File: config.mk
export PLATFORM = sky130hd
export DESIGN_NAME = mbif_irq_ctrl
export DESIGN_NICKNAME = d
export VERILOG_FILES = /design/src/rtl/mbif_pkg.sv /design/src/rtl/mbif_mode_fsm.sv /design/src/rtl/mbif_flag_bank.sv /design/src/rtl/mbif_irq_merge.sv /design/src/rtl/mbif_irq_ctrl.sv
export SDC_FILE = /design/constraint.sdc
export NUM_CORES = 1
export LEC_CHECK = 0
export ABC_AREA = 1
export BUFFER_PORTS_ARGS = -buffer_cell sky130_fd_sc_hd__buf_2
export CAP_MARGIN = 20
export CORE_MARGIN = 5
export CORE_UTILIZATION = 25
export CTS_CLUSTER_SIZE = 8
export DETAILED_ROUTE_END_ITERATION = 12
export SETUP_SLACK_MARGIN = 0.4
export SLEW_MARGIN = 40
export SYNTH_ARGS = -nofsm -noshare
export SYNTH_HDL_FRONTEND = slang
export SYNTH_SLANG_ARGS = --single-unit
File: constraint.sdc
create_clock -name clk -period 2.6 [get_ports clk]
set_input_delay 0.26 -clock clk [delete_from_list [all_inputs] [get_ports clk]]
set_output_delay 0.26 -clock clk [all_outputs]
set_load 0.005 [all_outputs]
File: src/rtl/mbif_pkg.sv
package mbif_pkg;
    typedef enum logic [1:0] {
        MODE_PLAIN    = 2'd0,
        MODE_FIFO     = 2'd1,
        MODE_FIFO_DMA = 2'd2
    } mbif_mode_e;

    localparam int REMAP_W  = 8;
    localparam int FRM_BIT  = 5;
    localparam int WARN_BIT = 6;
    localparam int OVF_BIT  = 7;
endpackage

File: src/rtl/mbif_mode_fsm.sv
module mbif_mode_fsm
    import mbif_pkg::*;
(
    input  logic       clk,
    input  logic       rst_n,
    input  logic       cfg_we,
    input  logic       cfg_fifo,
    input  logic       cfg_dma,
    output mbif_mode_e mode,
    output logic       flush_lo
);
    mbif_mode_e mode_q;
    mbif_mode_e mode_d;

    // state register
    always_ff @(posedge clk) begin
        if (!rst_n) mode_q <= MODE_PLAIN;
        else        mode_q <= mode_d;
    end

    // next state
    always_comb begin
        mode_d = mode_q;
        unique case (mode_q)
            MODE_PLAIN: begin
                if (cfg_we && cfg_fifo)
                    mode_d = cfg_dma ? MODE_FIFO_DMA : MODE_FIFO;
            end
            MODE_FIFO: begin
                if (cfg_we) begin
                    if (!cfg_fifo)    mode_d = MODE_PLAIN;
                    else if (cfg_dma) mode_d = MODE_FIFO_DMA;
                end
            end
            MODE_FIFO_DMA: begin
                if (cfg_we) begin
                    if (!cfg_fifo)     mode_d = MODE_PLAIN;
                    else if (!cfg_dma) mode_d = MODE_FIFO;
                end
            end
            default: mode_d = MODE_PLAIN;
        endcase
    end

    // outputs
    always_comb begin
        mode     = mode_q;
        flush_lo = cfg_we && (mode_d != mode_q);
    end


    leave_fifo_chk: assert property (@(posedge clk) disable iff (!rst_n)
        (cfg_we && !cfg_fifo) |=> (mode == MODE_PLAIN));


    enter_dma_chk: assert property (@(posedge clk) disable iff (!rst_n)
        (cfg_we && cfg_fifo && cfg_dma) |=> (mode == MODE_FIFO_DMA));
endmodule

File: src/rtl/mbif_flag_bank.sv
module mbif_flag_bank #(
    parameter int NUM_MB = 16,
    parameter int LO_W   = 8
) (
    input  logic              clk,
    input  logic              rst_n,
    input  logic [NUM_MB-1:0] set_vec,
    input  logic [NUM_MB-1:0] clr_vec,
    input  logic              flush_lo,
    output logic [NUM_MB-1:0] flag_q
);
    for (genvar i = 0; i < NUM_MB; i++) begin : g_bit
        localparam bit IS_LO = (i < LO_W);
        logic flush_here;
        assign flush_here = IS_LO && flush_lo;

        always_ff @(posedge clk) begin
            if (!rst_n)           flag_q[i] <= 1'b0;
            else if (flush_here)  flag_q[i] <= 1'b0;
            else if (set_vec[i])  flag_q[i] <= 1'b1;
            else if (clr_vec[i])  flag_q[i] <= 1'b0;
        end


        set_wins_chk: assert property (@(posedge clk) disable iff (!rst_n)
            (set_vec[i] && !flush_here) |=> flag_q[i]);


        keep_chk: assert property (@(posedge clk) disable iff (!rst_n)
            (flag_q[i] && !clr_vec[i] && !flush_here) |=> flag_q[i]);


        clear_chk: assert property (@(posedge clk) disable iff (!rst_n)
            (clr_vec[i] && !set_vec[i]) |=> !flag_q[i]);
    end
endmodule

File: src/rtl/mbif_irq_merge.sv
module mbif_irq_merge
    import mbif_pkg::*;
#(
    parameter int NUM_MB = 16
) (
    input  mbif_mode_e        mode,
    input  logic [NUM_MB-1:0] flag_q,
    input  logic [NUM_MB-1:0] mask_q,
    output logic [NUM_MB-1:0] flag_rd,
    output logic              irq,
    output logic              dma_req
);
    localparam int HI_W = NUM_MB - REMAP_W;

    logic [REMAP_W-1:0] lo_valid;
    logic [REMAP_W-1:0] lo_elig;

    always_comb begin
        lo_valid = '0;
        lo_elig  = '0;
        unique case (mode)
            MODE_PLAIN: begin
                lo_valid = '1;
                lo_elig  = '1;
            end
            MODE_FIFO: begin
                lo_valid[FRM_BIT]  = 1'b1;
                lo_valid[WARN_BIT] = 1'b1;
                lo_valid[OVF_BIT]  = 1'b1;
                lo_elig            = lo_valid;
            end
            MODE_FIFO_DMA: begin
                lo_valid[FRM_BIT] = 1'b1;
            end
            default: begin
                lo_valid = '0;
                lo_elig  = '0;
            end
        endcase
    end

    always_comb begin
        flag_rd = flag_q & {{HI_W{1'b1}}, lo_valid};
        irq     = |(flag_q & mask_q & {{HI_W{1'b1}}, lo_elig});
        dma_req = (mode == MODE_FIFO_DMA) && flag_q[FRM_BIT];
    end
endmodule

File: src/rtl/mbif_irq_ctrl.sv
module mbif_irq_ctrl
    import mbif_pkg::*;
#(
    parameter int NUM_MB = 16
) (
    input  logic              clk,
    input  logic              rst_n,
    input  logic [NUM_MB-1:0] mb_done,
    input  logic              fifo_frm_evt,
    input  logic              fifo_warn_evt,
    input  logic              fifo_ovf_evt,
    input  logic              dma_ack,
    input  logic              clr_we,
    input  logic [NUM_MB-1:0] clr_data,
    input  logic              mask_we,
    input  logic [NUM_MB-1:0] mask_data,
    input  logic              cfg_we,
    input  logic              cfg_fifo,
    input  logic              cfg_dma,
    output logic [NUM_MB-1:0] flag_rd,
    output logic [NUM_MB-1:0] mask_rd,
    output logic              irq,
    output logic              dma_req
);
    mbif_mode_e        mode;
    logic              flush_lo;
    logic [NUM_MB-1:0] set_vec;
    logic [NUM_MB-1:0] clr_vec;
    logic [NUM_MB-1:0] flag_q;
    logic [NUM_MB-1:0] mask_q;

    mbif_mode_fsm u_mode (
        .clk      (clk),
        .rst_n    (rst_n),
        .cfg_we   (cfg_we),
        .cfg_fifo (cfg_fifo),
        .cfg_dma  (cfg_dma),
        .mode     (mode),
        .flush_lo (flush_lo)
    );

    // event sources per mode
    always_comb begin
        set_vec = mb_done;
        unique case (mode)
            MODE_PLAIN: ;
            MODE_FIFO: begin
                set_vec[REMAP_W-1:0] = '0;
                set_vec[FRM_BIT]     = fifo_frm_evt;
                set_vec[WARN_BIT]    = fifo_warn_evt;
                set_vec[OVF_BIT]     = fifo_ovf_evt;
            end
            MODE_FIFO_DMA: begin
                set_vec[REMAP_W-1:0] = '0;
                set_vec[FRM_BIT]     = fifo_frm_evt;
            end
            default: set_vec = '0;
        endcase
    end

    always_comb begin
        clr_vec = clr_we ? clr_data : '0;
        if (mode == MODE_FIFO_DMA && dma_ack)
            clr_vec[FRM_BIT] = 1'b1;
    end

    mbif_flag_bank #(.NUM_MB(NUM_MB), .LO_W(REMAP_W)) u_flags (
        .clk      (clk),
        .rst_n    (rst_n),
        .set_vec  (set_vec),
        .clr_vec  (clr_vec),
        .flush_lo (flush_lo),
        .flag_q   (flag_q)
    );

    always_ff @(posedge clk) begin
        if (!rst_n)       mask_q <= '0;
        else if (mask_we) mask_q <= mask_data;
    end
    assign mask_rd = mask_q;

    mbif_irq_merge #(.NUM_MB(NUM_MB)) u_merge (
        .mode    (mode),
        .flag_q  (flag_q),
        .mask_q  (mask_q),
        .flag_rd (flag_rd),
        .irq     (irq),
        .dma_req (dma_req)
    );

    logic hi_pend;
    assign hi_pend = |((flag_rd & mask_q) >> REMAP_W);


    dma_mode_only_chk: assert property (@(posedge clk) disable iff (!rst_n)
        dma_req |-> (mode == MODE_FIFO_DMA));


    no_fifo_irq_chk: assert property (@(posedge clk) disable iff (!rst_n)
        (mode == MODE_FIFO_DMA && !hi_pend) |-> !irq);


    unused_zero_chk: assert property (@(posedge clk) disable iff (!rst_n)
        (mode != MODE_PLAIN) |-> (flag_rd[4:0] == 5'd0));


    masked_off_chk: assert property (@(posedge clk) disable iff (!rst_n)
        ((flag_rd & mask_q) == '0) |-> !irq);


    mask_load_chk: assert property (@(posedge clk) disable iff (!rst_n)
        mask_we |=> (mask_rd == $past(mask_data)));
endmodule

## Word level (Yosys, flattened, before mapping)

Index checks and enable logic that the tools add are counted.

| storage, ports and cells | value |
|---|---|
| bits of input ports | 59 |
| logic and storage cells | 99 |
| memory bits (read-only) | 0 |
| register bits | 34 |
| bits in writable memories | 0 |
| latch bits | 0 |
| memories | 0 |
| output and inout port bits | 34 |

| cells by class | value |
|---|---|
| magnitude comparators | 0 |
| div/mod/pow operators | 0 |
| reduce and logical (&&, ||, !) cells | 25 |
| equal/unequal tests | 3 |
| multiplexer cells | 49 |
| multipliers | 0 |
| add/sub/neg operators | 0 |
| shift operators | 0 |
| bitwise logic cells | 4 |

Operator list:

| operator | count |
|---|---|
| 16-bit bitwise AND | 3 |
| 1-bit two-way mux | 34 |
| 2-bit nonzero test | 16 |
| 8-bit case mux with 3 select lines | 1 |
| 2-bit two-way mux | 9 |
| 16-bit two-way mux | 1 |
| 8-bit case mux with 2 select lines | 1 |
| 16-bit OR reduction | 1 |
| 8-bit two-way mux | 1 |
| 2-bit case mux with 3 select lines | 1 |
| 5-bit two-way mux | 1 |
| 1-bit logical AND | 4 |
| 2-bit OR reduction | 2 |
| 3-bit OR reduction | 1 |
| 2-bit by 1-bit equality test with 1-bit output (second input constant) | 1 |
| 2-bit equality test (second input constant) | 1 |
| 2-bit logical NOT | 1 |
| 2-bit != test | 1 |
| 1-bit NOT | 1 |

## Depth between registers and ports, before layout

Gate-level depths: netlist of run 1.

| logic depth | value |
|---|---|
| depth after elaboration | 7 |
| mapped depth | 9 |
| gate-level depth less buffers | 9 |

## By module

Synthesis of run 1 repeated with hierarchy kept, for this count alone.

| second synthesis, totals | value |
|---|---|
| cell total of the unflattened synthesis | 318 |
| area, all modules | 1,869.3 um2 |

Modules (own cells, without submodules):

| module | sequential area each (um2) | cells an instance | area each (um2) | instances |
|---|---|---|---|---|
| mbif_irq_ctrl | 320.3 | 145 | 847.1 | 1 |
| mbif_flag_bank | 320.3 | 83 | 594.3 | 1 |
| mbif_irq_merge | 0.0 | 63 | 281.5 | 1 |
| mbif_mode_fsm | 40.0 | 27 | 146.4 | 1 |

## Worst setup path before layout of run 1

No wires, ideal clock.

| path | value |
|---|---|
| path kind | reg-to-output |
| start | register u_mode.mode_q[0], in the netlist u_mode.mode[0] |
| end | output port irq |
| slack | 1,322 ps |
| data required time | 2,340 ps |
| cell stages (with the launch flop) | 9 |
| path buffers | 1 |
| data arrival time | 1,018 ps |
| cells stage by stage | dfxtp_1 > buf_6 > nor2_8 > inv_2 > nor2_1 > nand2_1 > nand2_1 > nor2_1 > nand3_1 |

| on the way | value |
|---|---|
| word-level cells in the longest chain between the ends | 4 |
| elaborated cells on any way between the ends | 5 |
| those cells by class | eq/ne (1); mux (1); bitwise (1); reduce/logical (2) |

Ends and longest elaborated chain:

| item | line | RTL |
|---|---|---|
| start: declaration | mbif_mode_fsm.sv:12 | `mbif_mode_e mode_q;` |
| start signal: assignment | mbif_mode_fsm.sv:18 | `else mode_q <= mode_d;` |
| 2-bit by 1-bit equality test with 1-bit output / 2-bit logical NOT (equally long branches) | mbif_irq_merge.sv:21 | `unique case (mode)` |
| 8-bit case mux with 2 select lines * | mbif_irq_merge.sv:21 |  |
| 16-bit bitwise AND * | mbif_irq_merge.sv:44 | `irq = \|(flag_q & mask_q & {{HI_W{1'b1}}, lo_elig});` |
| 16-bit OR reduction * | mbif_irq_merge.sv:44 |  |
| end: declaration | mbif_irq_ctrl.sv:22 | `output logic irq,` |

Every way passes the cells marked *; elsewhere a longest branch is shown, timed or not.

## Final worst setup path of run 1

| path | value |
|---|---|
| start | register u_mode.mode_q[1], in the netlist u_mode.mode[1] |
| end | output port irq |

Same word-level chain as after synthesis.

==> results.md, run 1 <==
- Outcome: complete, no violations
- CTS tree: yes
- H-Tree Depth: 2
- Unrepaired setup endpoints after global routing: false
- Core Rows: 29
- Synthesis-to-finish area growth: 33.81%
- Minimum clock period: 1.954 ns
- Count of final setup violators: 0
- Total grt overflow: 0
- Post-synthesis sequential area ratio: approximately two fifths
- GRT Total Usage: 12.37%
- Fin nets: 382
- Starting density of the core: 25.84%
- Setup TNS Final: 0 ns
- Yosys top cell area share: 41.24%
- Number of vias per cell: 4.349
- Num CTS Buffers: 5
- First-pass GRT wire length: 8.473 mm
- Worst Path Class, Setup: reg -> out
- Count of different cell masters after synthesis: 26
- Cell taking the most area after synthesis: dfxtp_1
- Filler cell count: 706
- Initial antenna violation count: 0
- P_sw: 352.6 uW
- RR Startpoint: u_mode.mode[1]
- Buf/Inv on CP: 2
- Post-Route WL: 5.094 mm
- CTS-repair resized insts: 0
- Pre-Repair DR Iteration Count: 4
- DP HPWL: between 4 and 5 mm
- DRC: 0
- Worst vdd ir: roughly 240 uV
- Clock share of power: a little under two fifths
- #FFs+latches synth: 34
- Synth Area per Inst: 6.876 sq um
- Root Buffer: clkbuf_8
- Synthesized area: 1650 sq um
- Die H: between 90 and 100 um
- Pin count of the biggest net entering global routing: 20
- Critical path required time: between 2 and 2.5 ns
- Synthesis Warnings: 0
- Worst Tran Pin Value: roughly 0.56 ns
- Switching share of power: a little over a quarter
- Avg WL per Cell: 12.70 um
- Hold Path Class: in -> reg
- Clk buf depth: 2
- Port Buf Inserts: 92
- Post-CTS setup buffers: 0
- Syn_nets: 299
- # Max-Cap Violations: 0
- CP Capture Type: output pin
- Final Core Density: 34.58%
- Gate Count Post-Synth: between 200 and 250
- CP Max Fanout: 11
- Initial DRC Count: 67
- Die area: 8327 sq um
- Via count: 1,744
- Worst path top cell family by delay: flip-flops
- Layout cells sized above 1: roughly a third
- Number of global-route vias before repair: 1,802
- Synth area leaders: dfxtp_1 (41%), nand2_1 (13%), nor2_1 (12%)
- Tcrit/Tclk final: 75.16%
- Setup ws final: 0.6458 ns
- Critical path arrival: 1.69 ns
- Hold Crit Start: mask_data[0]
- Worst Setup SP: u_mode.mode[1]
- Internal power: 952.7 uW
- Inserted Diodes: 0
- Critical path's slowest cell: dfxtp_1
- Sequential fraction of design power: 45.3%
- Clk_skew: 0.004662 ns
- Slew HR: slightly above 60%
- Routability cong.: 0.8326
- Clk slew on worst S/H paths: roughly 0.080 ns
- Post-route ant nets: 0
- Startpoint Class: flop
- Crit-path cells: nor2_8 > inv_2 > nor2_1 > a211oi_1 > nand3_1 > buf_2
- Fmax: 0.5117 GHz
- Hold_buf cts: 0
- Final hold vios: 0
- Crit path largest cell delay: 0.68 ns
- Die Span X: 91.25 um
- Pwr Density: 591.0 nW/um^2
- Pleak: 1.198 nW
- Worst slack, placed: roughly 0.93 ns
- Worst-Skew Late Latency: just under 0.3 ns
- Slew Limit Fails: 0
- Number of I/O pins: a little over 90
- Total clock sinks: 34
- Core area: around 6400 sq um
- Comb power frac: 17.4%
-- logic make-up after synthesis --
logic type	synth area share, %
compound gates	15.47
buf+inv	11.60
simple gates	31.69
flops	41.24
-- worst paths after layout --
path                            end  slack (ns)  depth (start not counted)
setup / recovery                irq        0.65                          6
hold / removal           mask_rd[0]        0.19                          3
setup reg to reg  u_flags.flag_q[5]        0.97                          8
hold reg to reg   u_flags.flag_q[8]        0.49                          2
-- per-layer routing --
metal	part of all wire [%]	up-vias	wire length (um)	track usage [%]
met3	6.4	8	328	3.967
met4	1.6	0	80	3.423
met2	46	66	2350	19.95
met5	0	-	0	0
li1	-	920	-	-
met1	46	750	2335	15.85
-- layout make-up --
cell class                 instances  area [sq um]  share of cell area [%]
clock buffer                       5         68.82                   3.116
clock inverter                     3         45.04                   2.040
inverter                          21         78.83                   3.569
multi-input combinational        169         778.2                   35.24
sequential                        34         680.7                   30.82
tap                               77         96.34                   4.363
timing repair buffer              92         460.4                   20.85
-- power by group through the flow --
stage          Sequential, mW  Combinational (mW)  Clock (mW)
3_5_place_dp            0.605               0.231           0
6_report                0.592               0.227       0.486
4_1_cts                 0.593               0.232       0.510
3_3_place_gp            0.604               0.229           0
5_1_grt                 0.598               0.262       0.527
2_1_floorplan           0.593               0.138           0
-- cell usage after synthesis --
master    number
o21a_1         1
nand4_1        3
nor2_1        51
clkinv_1       1
nand2_2        2
a211oi_1       1
clkbuf_1       2
nor2_4         2
buf_4          9
o21ai_0       17
buf_6          2
nand2_4        1
clkbuf_2       1
a221oi_1       2
a21o_1         5
nor2_2         1
dfxtp_1       34
inv_2          1
a21oi_1       20
nor4_1         1
nand3_1        3
nand2_1       57
nor2_8         1
inv_1         19
nor3_1         1
buf_2          2
-- sequential cells by signal (all words and copies together), names as in the netlist --
signal          count
u_mode.mode         2
u_flags.flag_q     16
mask_rd            16
-- cell usage in the layout (no fill, tap or decap), types with 5 or more instances in the layout --
cell and count:
a21oi_1 20, clkbuf_8 5, nor2_1 51, inv_1 19, a21o_1 5, buf_2 92
nand2_1 57, o21ai_0 17, dfxtp_1 34
-- metrics by stage --
stage / cell area [sq um] / hold WS [ns] / total power, mW / instances
2_1_floorplan: 1650 / 0.3949 / 0.7303 / 240
3_3_place_gp: 2095 / 0.4852 / 0.8334 / 393
5_1_grt: 2208 / 0.1955 / 1.387 / 401
3_5_place_dp: 2095 / 0.4870 / 0.8359 / 393
4_1_cts: 2208 / 0.1805 / 1.335 / 401
6_report: 2208 / 0.1941 / 1.305 / 401
-- tightest hold or removal path: cells and delay by family --
kind,cells,cell delay (ns)
buffers and inverters,1,0.07
AND/OR/NAND/NOR,2,0.11
(Power assumes the default switching activity.)
==> run 2, diff against run 1 <==
clock period = 1.7 ns   (was 2.6 ns; I/O delays follow)
==> run 2 against run 1 <==
Compared with the run above:
- sequential cell count unchanged
- highest routed layer unchanged
- combinational power rose by 81%
- worst setup slack worse by 0.45 ns
- register-to-register slack worse by 0.69 ns
==> results.md, run 2 (synthesized netlist as in run 1, its figures left out) <==
- DRC: 0 (unchanged)
- Core Rows: 29 (unchanged)
- Total grt overflow: 0 (unchanged)
- Buf/Inv on CP: 3 (+1)
- Worst R2R Setup Slack: 0.28 ns (-0.69 ns)
- Pwr Density: 849.9 nW/um^2 (+44%)
- P_sw: 552.0 uW (+57%)
- DRT met1 WL: 2.401 mm (+2.8%)
- Pin count of the biggest net entering global routing: 20 (unchanged)
- Worst vdd ir: 320.0 uV (+31%)
- Critical path's slowest cell: dfxtp_2
- CTS tree: yes
- Clk slew on worst S/H paths: 0.07 ns (about the same)
- # Max-Cap Violations: 0 (unchanged)
- Die area: 8327 sq um (unchanged)
- Commonest non-fill, non-tap cell in the layout: buf_2
- Synthesis-to-finish area growth: 43.59%
- Clk buf depth: 2 (unchanged)
- Number of vias per cell: 4.449 (+2.3%)
- Core area: 6386 sq um (unchanged)
- CP Capture Type: output pin
- Routability cong.: 0.7757 (-6.8%)
- Fin cells: 410 (+2.2%)
- Number of global-route vias before repair: 1,719 (-4.6%)
- Worst-Skew Late Latency: 0.28 ns (about the same)
- Num CTS Buffers: 5 (unchanged)
- Sequential fraction of design power: 44.7% (-0.6 points)
- Worst Setup SP: u_mode.mode[1]
- Worst Reg-to-Reg Cells: 11 (+3)
- Placed cells: 395 (+0.51%)
- Critical path arrival: 1.33 ns (-0.36 ns)
- Filler cell count: 712 (+0.85%)
- Most frequent cells in the layout: buf_2 (92), nand2_1 (56), nor2_1 (40)
- Minimum clock period: 1.505 ns
- Switching share of power: 27.41% (+0.40 points)
- GRT Total Usage: 12.16% (-0.20 points)
- Post-route ant nets: 0 (unchanged)
- Worst Path Class, Setup: reg -> out
- Unrepaired setup endpoints after global routing: true
- Crit-path cells: buf_6 > nor2_8 > inv_6 > nor2_4 > a211oi_2 > nand3_1 > buf_2
- Port Buf Inserts: 92 (unchanged)
- RR Startpoint: u_mode.mode[1]
- Total clock sinks: 34 (unchanged)
- Tcrit/Tclk final: 88.52%
- Root Buffer: clkbuf_8
- Number of I/O pins: 93 (unchanged)
- CP Max Fanout: 6 (-5)
- Worst Tran Pin Value: 0.5084 ns (-0.05507 ns)
- Slew HR: 66.07% (+3.7 points)
- H-Tree Depth: 2 (unchanged)
- Levels on crit path: 7 (+1)
- Comb power frac: 20.5% (+3.1 points)
- Worst path top cell family by delay: buffers and inverters
- Avg WL per Cell: 13.03 um (+2.6%)
- Initial antenna violation count: 0 (unchanged)
- Area after DPL: 2110 sq um (+0.72%)
- Setup TNS Final: 0 ns (unchanged)
- Hold Crit Start: mask_data[8]
- Die Span X: 91.25 um (unchanged)
- Fmax: 0.6645 GHz
- First-pass GRT wire length: 8.190 mm (-3.3%)
- Clk_skew: 0.003754 ns (-0.0009078 ns)
- Layout cells sized above 1: 40.84% (+7.5 points)
- WHS: 0.1074 ns (-0.08675 ns)
- Inserted Diodes: 0 (unchanged)
- Clock share of power: 34.8% (-2.5 points)
- Startpoint Class: flop
- Final hold vios: 0 (unchanged)
- Pleak: 1.261 nW (+5.3%)
- Top Layer Used: met4
- Outcome: complete, no violations
- R2r endpoint: u_flags.flag_q[0]
- Setup crit end: irq
- Via count: 1,824 (+4.6%)
- Pre-Repair DR Iteration Count: 8 (+4)
- DP HPWL: 4.126 mm (about the same)
- Post-Route WL: 5.344 mm (+4.9%)
- Slew Limit Fails: 0 (unchanged)
- Die H: 91.25 um (unchanged)
- Routed wl met3: 378 um (+15%)
- Final Cell Area: 2370 sq um (+7.3%)
- Crit path largest cell delay: 0.32 ns (-0.36 ns)
- Starting density of the core: 25.84% (unchanged)
- Fin nets: 391 (+2.4%)
- Initial DRC Count: 47 (-30%)
- Count of final setup violators: 0 (unchanged)
- Internal power: 1.462 mW (+53%)
- Hold Path Class: in -> reg
- Critical path required time: 1.53 ns (-0.81 ns)
- WL met2: 2.505 mm (+6.6%)
==> run 2: cell count changes in the layout (fill, tap and decap cells not counted), sizes merged <==
cell | previous run | this run
clkbuf | 5 | 8
buf | 92 | 101
clkinvlp | 2 | 0
bufinv | 1 | 0
==> run 2: worst min-delay path by stage <==
stage	to	slack [ns]	cells after the start
detailed placement	mask_rd[13]	0.40	3
finish	mask_rd[8]	0.11	3
CTS	mask_rd[13]	0.1	3
global route	mask_rd[13]	0.11	3
floorplan	mask_rd[10]	0.30	2
global placement	mask_rd[11]	0.39	3
==> run 2: worst min-delay path, cell delays in order <==
cell and delay (ns):
buf_2 0.08, nor2_1 0.03, nor2_1 0.08
==> run 2: layout make-up <==
class	instances	area (sq um)	share of cell area, %
multi-input cells	169	850.8	35.90
well taps	77	96.34	4.065
repair buffers	101	543.0	22.91
clock buffers	8	110.1	4.646
flip-flops and latches	34	683.2	28.83
inverters	21	86.33	3.643
==> run 2: per-stage QoR <==
stage                     setup slack [ns]  total power [mW]  util (%)
after detailed placement            0.3202             1.282     33.03
final                               0.1951             2.014     37.11
after global routing                0.1243             2.129     37.11
after floorplan                     0.5124             1.117         -
after CTS                           0.1790             2.012     35.80
after global placement              0.3555             1.278     33.03
==> run 2: power groups by stage <==
stage | clock (mW) | combinational [mW] | sequential (mW)
floorplan | 0 | 0.211 | 0.906
global placement | 0 | 0.360 | 0.918
detailed placement | 0 | 0.363 | 0.919
CTS | 0.723 | 0.388 | 0.901
global route | 0.758 | 0.463 | 0.908
finish | 0.700 | 0.412 | 0.901
==> run 2: repair_timing <==
action	in CTS	in global routing
hold buffers	0	0
setup buffers	4	3
resized for setup	12	20
pin swaps	3	3
hold endpoints to repair	0	0
setup endpoints to repair	16	17
cloned	0	0
==> run 2: metal layers <==
| layer | GRT usage [%] | vias to the layer above |
|---|---|---|
| li1 | - | 938 |
| met1 | 15.31 | 819 |
| met2 | 19.47 | 62 |
| met3 | 4.628 | 5 |
| met4 | 3.301 | 0 |
| met5 | 0 | - |
